## config.mk

```make
export PLATFORM = sky130hd
export DESIGN_NAME = regscript_engine
export DESIGN_NICKNAME = d
export VERILOG_FILES = /design/src/rtl/regscript_pkg.sv /design/src/rtl/regscript_progmem.sv /design/src/rtl/regscript_delay.sv /design/src/rtl/regscript_flags.sv /design/src/rtl/regscript_engine.sv
export SDC_FILE = /design/constraint.sdc
export NUM_CORES = 2
export LEC_CHECK = 0
export ABC_AREA = 1
export CORE_MARGIN = 3
export CORE_UTILIZATION = 31
export DETAILED_ROUTE_END_ITERATION = 7
export DONT_BUFFER_PORTS = 1
export PLACE_DENSITY = 0.51
export SKIP_CTS_REPAIR_TIMING = 1
export SLEW_MARGIN = 10
export SYNTH_ARGS = -nofsm -noshare
export SYNTH_HDL_FRONTEND = slang
export SYNTH_SLANG_ARGS = --single-unit
```

## constraint.sdc

```tcl
create_clock -name clk -period 5.4 [get_ports clk]
set_input_delay 1.62 -clock clk [delete_from_list [all_inputs] [get_ports clk]]
set_output_delay 1.62 -clock clk [all_outputs]
set_load 0.05 [all_outputs]
```

## src/rtl/regscript_pkg.sv

```systemverilog
package regscript_pkg;

   localparam logic [7:0] OP_DATA_FULL = 8'hE2;
   localparam logic [7:0] OP_DATA_LOW  = 8'h42;
   localparam logic [7:0] OP_ADDR_FULL = 8'hE0;
   localparam logic [7:0] OP_ADDR_LOW  = 8'h40;
   localparam logic [7:0] OP_WAIT_FLAG = 8'h5F;
   localparam logic [7:0] OP_END       = 8'h7F;

   typedef enum logic [2:0] {
      ST_IDLE,
      ST_OPCODE,
      ST_ARGS,
      ST_WAIT,
      ST_DELAY
   } seq_state_t;

   typedef enum logic [1:0] {
      AK_DATA,
      AK_ADDR,
      AK_WAIT
   } arg_kind_t;

endpackage

```

## src/rtl/regscript_progmem.sv

```systemverilog
module regscript_progmem #(
   parameter int DEPTH_WORDS = 64,
   localparam int WAW = $clog2(DEPTH_WORDS),
   localparam int BAW = WAW + 2
) (
   input  logic           clk,
   input  logic           wr_en,
   input  logic [WAW-1:0] wr_addr,
   input  logic [31:0]    wr_data,
   input  logic [BAW-1:0] rd_byte_addr,
   output logic [7:0]     rd_byte
);

   logic [31:0] mem [DEPTH_WORDS];

   always_ff @(posedge clk) begin
      if (wr_en) mem[wr_addr] <= wr_data;
   end

   assign rd_byte = mem[rd_byte_addr[BAW-1:2]][{rd_byte_addr[1:0], 3'b000} +: 8];

endmodule

```

## src/rtl/regscript_delay.sv

```systemverilog
module regscript_delay #(
   parameter int CYC_PER_US = 125,
   parameter int US_W       = 64,
   localparam int PRE_W     = (CYC_PER_US > 1) ? $clog2(CYC_PER_US) : 1
) (
   input  logic            clk,
   input  logic            rst_n,
   input  logic            load,
   input  logic [US_W-1:0] load_us,
   output logic            active,
   output logic            done
);

   logic [US_W-1:0] rem;
   logic            act;
   logic            tick;

   if (CYC_PER_US == 1) begin : g_no_prescale
      assign tick = 1'b1;
   end else begin : g_prescale
      logic [PRE_W-1:0] pre;
      always_ff @(posedge clk or negedge rst_n) begin
         if (!rst_n)                            pre <= '0;
         else if (load)                         pre <= '0;
         else if (act && pre == PRE_W'(CYC_PER_US - 1)) pre <= '0;
         else if (act)                          pre <= pre + PRE_W'(1);
      end
      assign tick = (pre == PRE_W'(CYC_PER_US - 1));
   end

   always_ff @(posedge clk or negedge rst_n) begin
      if (!rst_n) begin
         act <= 1'b0;
         rem <= '0;
      end else if (load) begin
         act <= 1'b1;
         rem <= load_us;
      end else if (act && tick) begin
         if (rem == US_W'(1)) act <= 1'b0;
         else                 rem <= rem - US_W'(1);
      end
   end

   assign active = act;
   assign done   = act && tick && (rem == US_W'(1));

   assert_delay_load_R8: assert property (@(posedge clk) disable iff (!rst_n)
      load |=> (act && rem == $past(load_us)));

   assert_delay_hold_R8: assert property (@(posedge clk) disable iff (!rst_n)
      (act && !tick && !load) |=> $stable(rem));

endmodule

```

## src/rtl/regscript_flags.sv

```systemverilog
module regscript_flags #(
   parameter int NUM_FLAGS = 8
) (
   input  logic                 clk,
   input  logic                 rst_n,
   input  logic                 set_en,
   input  logic [4:0]           set_idx,
   input  logic                 set_drive,
   input  logic                 set_val,
   output logic [NUM_FLAGS-1:0] flag_out,
   output logic [NUM_FLAGS-1:0] flag_drive
);

   for (genvar g = 0; g < NUM_FLAGS; g++) begin : g_flag
      logic q_out;
      logic q_drv;
      always_ff @(posedge clk or negedge rst_n) begin
         if (!rst_n) begin
            q_out <= 1'b0;
            q_drv <= 1'b0;
         end else if (set_en && set_idx == 5'(g)) begin
            q_drv <= set_drive;
            if (set_drive) q_out <= set_val;
         end
      end
      assign flag_out[g]   = q_out;
      assign flag_drive[g] = q_drv;
   end

   assert_flag_hold_R6: assert property (@(posedge clk) disable iff (!rst_n)
      !set_en |=> ($stable(flag_out) && $stable(flag_drive)));

endmodule

```

## src/rtl/regscript_engine.sv

```systemverilog
module regscript_engine
   import regscript_pkg::*;
#(
   parameter int DEPTH_WORDS = 64,
   parameter int NUM_FLAGS   = 8,
   parameter int CYC_PER_US  = 125,
   localparam int WAW = $clog2(DEPTH_WORDS)
) (
   input  logic                 clk,
   input  logic                 rst_n,
   input  logic                 prog_we,
   input  logic [WAW-1:0]       prog_waddr,
   input  logic [31:0]          prog_wdata,
   input  logic                 start,
   output logic                 busy,
   output logic                 wr_valid,
   output logic [31:0]          wr_addr,
   output logic [31:0]          wr_data,
   input  logic [NUM_FLAGS-1:0] flag_in,
   output logic [NUM_FLAGS-1:0] flag_out,
   output logic [NUM_FLAGS-1:0] flag_drive
);

   localparam int BAW  = WAW + 2;
   localparam int PC_W = BAW + 1;
   localparam int US_W = 64;
   localparam logic [PC_W-1:0] END_PC = PC_W'(4 * DEPTH_WORDS);

   if (DEPTH_WORDS < 2 || (DEPTH_WORDS & (DEPTH_WORDS - 1)) != 0) begin : g_bad_depth
      $error("DEPTH_WORDS must be a power of two, at least 2");
   end
   if (NUM_FLAGS < 1 || NUM_FLAGS > 32) begin : g_bad_flags
      $error("NUM_FLAGS must lie in 1..32");
   end
   if (CYC_PER_US < 1) begin : g_bad_cyc
      $error("CYC_PER_US must be at least 1");
   end

   seq_state_t      state;
   arg_kind_t       arg_kind;
   logic [PC_W-1:0] pc;
   logic [31:0]     addr_q, data_q, arg_buf, arg_next;
   logic [1:0]      arg_pos, arg_last;
   logic            arg_low;
   logic [7:0]      wait_idx;
   logic            wait_val, wr_valid_q;
   logic [7:0]      cur;
   logic            at_end, is_delay, is_flag, dly_load, dly_done, dly_active, flag_sel;
   logic [US_W-1:0] dly_us;

   regscript_progmem #(.DEPTH_WORDS(DEPTH_WORDS)) u_mem (
      .clk(clk), .wr_en(prog_we), .wr_addr(prog_waddr), .wr_data(prog_wdata),
      .rd_byte_addr(pc[BAW-1:0]), .rd_byte(cur)
   );

   assign at_end   = (pc == END_PC);
   assign is_flag  = cur[7] && (cur[6:5] != 2'b11);
   assign is_delay = !cur[7] && cur != OP_ADDR_LOW && cur != OP_DATA_LOW
                     && cur != OP_WAIT_FLAG && cur != OP_END;
   assign dly_us   = US_W'(cur[1:0]) << {cur[6:2], 1'b0};
   assign dly_load = (state == ST_OPCODE) && !at_end && is_delay && (cur[1:0] != 2'b00);

   regscript_flags #(.NUM_FLAGS(NUM_FLAGS)) u_flags (
      .clk(clk), .rst_n(rst_n),
      .set_en((state == ST_OPCODE) && !at_end && is_flag),
      .set_idx(cur[4:0]), .set_drive(cur[6] | cur[5]), .set_val(cur[6]),
      .flag_out(flag_out), .flag_drive(flag_drive)
   );

   regscript_delay #(.CYC_PER_US(CYC_PER_US), .US_W(US_W)) u_delay (
      .clk(clk), .rst_n(rst_n), .load(dly_load), .load_us(dly_us),
      .active(dly_active), .done(dly_done)
   );

   always_comb begin
      arg_next = arg_buf;
      arg_next[{arg_pos, 3'b000} +: 8] = cur;
   end

   always_comb begin
      flag_sel = 1'b0;
      for (int i = 0; i < NUM_FLAGS; i++) begin
         if (wait_idx == 8'(i)) flag_sel = flag_in[i];
      end
   end

   always_ff @(posedge clk or negedge rst_n) begin
      if (!rst_n) begin
         state      <= ST_IDLE;
         pc         <= '0;
         addr_q     <= '1;
         data_q     <= '1;
         arg_buf    <= '0;
         arg_pos    <= '0;
         arg_last   <= '0;
         arg_kind   <= AK_DATA;
         arg_low    <= 1'b0;
         wait_idx   <= '0;
         wait_val   <= 1'b0;
         wr_valid_q <= 1'b0;
      end else begin
         wr_valid_q <= 1'b0;
         unique case (state)
            ST_IDLE: begin
               if (start) begin
                  state <= ST_OPCODE;
                  pc    <= '0;
               end
            end
            ST_OPCODE: begin
               if (at_end || cur == OP_END) begin
                  state <= ST_IDLE;
               end else begin
                  pc      <= pc + PC_W'(1);
                  arg_pos <= '0;
                  arg_buf <= '0;
                  case (cur)
                     OP_DATA_FULL: begin arg_kind <= AK_DATA; arg_low <= 1'b0; arg_last <= 2'd3; state <= ST_ARGS; end
                     OP_DATA_LOW:  begin arg_kind <= AK_DATA; arg_low <= 1'b1; arg_last <= 2'd1; state <= ST_ARGS; end
                     OP_ADDR_FULL: begin arg_kind <= AK_ADDR; arg_low <= 1'b0; arg_last <= 2'd3; state <= ST_ARGS; end
                     OP_ADDR_LOW:  begin arg_kind <= AK_ADDR; arg_low <= 1'b1; arg_last <= 2'd1; state <= ST_ARGS; end
                     OP_WAIT_FLAG: begin arg_kind <= AK_WAIT; arg_low <= 1'b0; arg_last <= 2'd1; state <= ST_ARGS; end
                     default:      if (dly_load) state <= ST_DELAY;
                  endcase
               end
            end
            ST_ARGS: begin
               if (at_end) begin
                  state <= ST_IDLE;
               end else begin
                  pc      <= pc + PC_W'(1);
                  arg_buf <= arg_next;
                  arg_pos <= arg_pos + 2'd1;
                  if (arg_pos == arg_last) begin
                     state <= ST_OPCODE;
                     case (arg_kind)
                        AK_DATA: data_q <= arg_low ? {data_q[31:16], arg_next[15:0]} : arg_next;
                        AK_ADDR: begin
                           addr_q     <= arg_low ? {addr_q[31:16], arg_next[15:0]} : arg_next;
                           wr_valid_q <= 1'b1;
                        end
                        default: begin
                           wait_idx <= arg_next[7:0];
                           wait_val <= arg_next[8];
                           state    <= ST_WAIT;
                        end
                     endcase
                  end
               end
            end
            ST_WAIT:  if (flag_sel == wait_val) state <= ST_OPCODE;
            ST_DELAY: if (dly_done) state <= ST_OPCODE;
            default:  state <= ST_IDLE;
         endcase
      end
   end

   assign busy     = (state != ST_IDLE);
   assign wr_valid = wr_valid_q;
   assign wr_addr  = addr_q;
   assign wr_data  = data_q;

   assert_wr_single_R5: assert property (@(posedge clk) disable iff (!rst_n)
      wr_valid |=> !wr_valid);

   assert_wr_in_run_R5: assert property (@(posedge clk) disable iff (!rst_n)
      wr_valid |-> busy);

   assert_wait_stall_R7: assert property (@(posedge clk) disable iff (!rst_n)
      (state == ST_WAIT && flag_sel != wait_val) |=> (state == ST_WAIT && !wr_valid));

   assert_pc_bound_R9: assert property (@(posedge clk) disable iff (!rst_n)
      busy |-> (pc <= END_PC));

   assert_end_byte_R2: assert property (@(posedge clk) disable iff (!rst_n)
      (state == ST_OPCODE && !at_end && cur == OP_END) |=> !busy);

   assert_delay_busy_R8: assert property (@(posedge clk) disable iff (!rst_n)
      dly_active |-> (state == ST_DELAY));

endmodule

```

==> results_dict.tcl <==
set metrics [dict create \
    place.detailed.hpwl_mm 177 \
    worst_ep_required_time_ns 6.19 \
    crit_type "reg2reg" \
    p_int_mw 33.2 \
    grt-ovfl-total 0 \
    globalRouteTotalUtil_pct 18.9 \
    fin_area_um2 111000 \
    synth-warning-count 0 \
    synth.top_cell.area_share_pct 63.6 \
    port-buffer-count 0 \
    finalWirelength_mm 311 \
    nNetsFinal 9279 \
    power.ir.vdd_worst_uv 307 \
    io-pin-count 132 \
    netlist_area_um2 96800 \
    report.power.total_mw 50.1 \
    power_switching_mw 16.9 \
    layout_worst_path_cycle_share_pct 93.9 \
    sink_count_of_the_clock_tree 2261 \
    cts_inserted_buffers 264 \
    headroom_to_the_max_slew_limit_pct 33.2 \
    number_of_global_route_vias_before_repair 64000 \
    seq_area_um2 66900 \
    clk_transition_reported_paths_ns 0.06 \
    worst_path_maximum_fanout 69 \
    seqPwrFrac_pct 40.7 \
    multi_input_comb_area_um2 25500 \
    drt.antenna.violating_nets 0 \
    synth_async_sr_flop_share_pct 9.42 \
    fmax_achieved_mhz 197 \
    timing.critical_path.from_type "flip-flop" \
    die_y_um 565 \
    cell_types_occupying_the_most_area_after_synthesis "sky130_fd_sc_hd__edfxtp_1, sky130_fd_sc_hd__nand2_1, sky130_fd_sc_hd__nor2_1, sky130_fd_sc_hd__dfrtp_1, sky130_fd_sc_hd__o21ai_0" \
    cp.arrival_ns 5.86 \
    drt_iter0_markers 7712 \
    placedInstanceArea_um2 102000 \
    synth_seq_cells 2261 \
    clk_latency_ns 0.90 \
    syn-num-nets 9277 \
    clock-root-buffer "sky130_fd_sc_hd__clkbuf_16" \
    routabilityCongestion 0.939 \
    number_of_failing_setup_endpoints_in_the_final_timing_report 0 \
    tritoncts_clock_tree "yes" \
    final_cell_mix "sky130_fd_sc_hd__nand2_1, sky130_fd_sc_hd__edfxtp_1, sky130_fd_sc_hd__nor2_1" \
    layout.cells.most_common "sky130_fd_sc_hd__nand2_1" \
    vias_per_inst 4.96 \
    max_cap_viol_count 0 \
    status "complete, no violations" \
    timing_max_transition_violations_final 0 \
    pre_cts_ws_ns 0.460 \
    power_density_nw_per_um2 452 \
    detail_route.first_pass.iterations 6 \
    grt_setup_unrepaired "no" \
    fraction_of_the_yosys_area_taken_by_sequential_cells_pct 69.2 \
    p_sw_share_pct 33.7 \
    detail_route.drc_violations 0 \
    die_width_um 565 \
    grt_antenna_before_repair 12 \
    num_rows 204 \
    floorplan.die_area_um2 319000 \
    htree_levels 5 \
    initial_core_util_pct 31.2 \
    core_region_area_um2 310000 \
    most_used_dff_post_synth "sky130_fd_sc_hd__edfxtp_1" \
    synth_top_area_cell "sky130_fd_sc_hd__edfxtp_1" \
    synth-edff-count 2048 \
    post_synth_num_cell_types 48 \
    endpoint_kind "flip-flop" \
    synthToLayoutAreaGrowth_pct 14.4 \
    static-leakage-power_nw 41.4 \
    post_synthesis_average_cell_area_um2 10.5 \
    gate_count_of_the_mapped_netlist 9216 \
    final_layout_size_suffix_gt1_share_pct 8.34 \
    grt_first_pass_wirelength_mm 450 \
    transition_at_the_pin_with_the_smallest_max_transition_slack_ns 0.998 \
    final_worst_setup_slack_ns 0.327 \
    p_comb_share_pct 24.0 \
    power_frac_clock_pct 35.3 \
    timing_hold_violations_final 0 \
    grt_max_degree 214 \
    hold_class "in2async" \
    fin_crit_ns 5.07 \
    clock-skew-final_ns 0.0694 \
    wire_per_inst_um 22.9 \
    fillers 30600 \
    route.vias.total 67200 \
    final_util_pct 35.7 \
    clockBufferDepth 4 \
]
routing by layer:
layer	global-route usage, %	wire length, um	vias up
met3	3.67	24900	480
met4	5.95	9950	4
li1	-	-	31000
met5	0	31	-
met2	29.9	141000	2595
met1	26.1	134000	33100
power groups by stage:
stage | clock network (mW) | logic [mW] | registers [mW]
after floorplan | 0 | 8.52 | 20.4
after global placement | 0 | 11.9 | 20.7
after detailed placement | 0 | 11.9 | 20.7
after CTS | 18.1 | 12.0 | 20.4
after global routing | 18.8 | 13.3 | 20.4
final | 17.7 | 12.0 | 20.4
critical path, cell delays in order, from the launching register on:
cell                      delay (ns)
sky130_fd_sc_hd__dfrtp_4        0.72
sky130_fd_sc_hd__inv_16         0.42
sky130_fd_sc_hd__buf_12         0.28
sky130_fd_sc_hd__nand2_1        0.08
sky130_fd_sc_hd__nand2_1        0.06
sky130_fd_sc_hd__nand2_1        0.04
sky130_fd_sc_hd__o21ai_0        0.12
sky130_fd_sc_hd__nand2_1        0.08
sky130_fd_sc_hd__nand2_1        0.16
sky130_fd_sc_hd__inv_1          0.06
sky130_fd_sc_hd__a21oi_1        0.59
sky130_fd_sc_hd__nor2_1         0.11
sky130_fd_sc_hd__nand2_1        0.12
sky130_fd_sc_hd__nand3_1        0.08
sky130_fd_sc_hd__nand2_1        0.43
sky130_fd_sc_hd__nand2_2        0.18
sky130_fd_sc_hd__nor2_4         0.19
sky130_fd_sc_hd__nand2_2        0.11
sky130_fd_sc_hd__nand2_2        0.12
sky130_fd_sc_hd__nor2_8         0.08
sky130_fd_sc_hd__nor2_4         0.62
sky130_fd_sc_hd__nand2_1        0.10
sky130_fd_sc_hd__nand3_1        0.11
area by class of cell:
class                   count  area share, %
diodes                      8         0.0181
clock buffers             328           6.35
clock inverters           138           1.30
inverters                 579           2.00
multi-input cells        5870           23.0
flip-flops and latches   2261           60.4
well taps                4120           4.66
repair buffers            242           2.19
cell families (layout without fill, tap and decap cells):
family                   Yosys count  in the layout  share of synthesized area (%)
buffers and inverters           1086           1287                           4.99
multiplexers                       1              1                         0.0116
adder cells (fa/ha/maj)           11             11                          0.142
XOR/XNOR                          49             49                          0.444
flip-flops                      2261           2261                           69.2
other                              0              8                              0
AO/OA/AOI/OAI                   1058           1058                           5.70
AND/OR/NAND/NOR                 4750           4751                           19.6
cells in the mapped netlist (8+ instances only):
cell and n:
sky130_fd_sc_hd__nand2_2 9, sky130_fd_sc_hd__dfrtp_1 149, sky130_fd_sc_hd__ha_1 11, sky130_fd_sc_hd__xor2_1 30, sky130_fd_sc_hd__buf_6 25, sky130_fd_sc_hd__nor2_1 1491, sky130_fd_sc_hd__buf_1 48, sky130_fd_sc_hd__xnor2_1 19
sky130_fd_sc_hd__buf_2 237, sky130_fd_sc_hd__inv_1 565, sky130_fd_sc_hd__o211ai_1 52, sky130_fd_sc_hd__a21oi_1 125, sky130_fd_sc_hd__nand3_1 616, sky130_fd_sc_hd__nor4_1 22, sky130_fd_sc_hd__o21ai_1 109, sky130_fd_sc_hd__clkbuf_1 126
sky130_fd_sc_hd__buf_4 71, sky130_fd_sc_hd__o32ai_1 8, sky130_fd_sc_hd__nor3_1 31, sky130_fd_sc_hd__edfxtp_1 2048, sky130_fd_sc_hd__o22ai_1 19, sky130_fd_sc_hd__nand2_1 2528, sky130_fd_sc_hd__nand4_1 31, sky130_fd_sc_hd__o21ai_0 735
sky130_fd_sc_hd__dfstp_2 64
metrics by stage:
| stage | hold WS (ns) | std cells | TNS [ns] |
|---|---|---|---|
| floorplan | 0.442 | 9216 | -77.72 |
| global placement | 0.467 | 13100 | 0 |
| detailed placement | 0.466 | 13100 | 0 |
| CTS | 0.348 | 13500 | 0 |
| global route | 0.369 | 13500 | 0 |
| finish | 0.425 | 13500 | 0 |
flip-flops by register name, summed over array words and instances, names as in the netlist, 9 cells and up:
register and cells:
u_delay.rem 64, wr_data 32, arg_buf 32, u_mem.mem 2048, pc 9, wr_addr 32
final timing paths:
| kind | startpoint | end | slack [ns] | cells after the start |
|---|---|---|---|---|
| worst min-delay path | rst_n | u_delay.rem[39]$_DFFE_PN0P_ | 0.42 | 0 |
| max in group asynchronous | rst_n | wr_addr[28]$_DFFE_PN1P_ | 4.58 | 0 |
| worst max register to register | pc[2]$_DFFE_PN0P_ | u_delay.rem[6]$_DFFE_PN0P_ | 0.33 | 22 |
| min in group clk | arg_buf[30]$_DFFE_PN0P_ | arg_buf[30]$_DFFE_PN0P_ | 0.48 | 2 |
| worst min register to register | arg_buf[30]$_DFFE_PN0P_ | arg_buf[30]$_DFFE_PN0P_ | 0.48 | 2 |
| worst max-delay path | pc[2]$_DFFE_PN0P_ | u_delay.rem[6]$_DFFE_PN0P_ | 0.33 | 22 |
No activity file was read; power rests on OpenSTA's default activity.
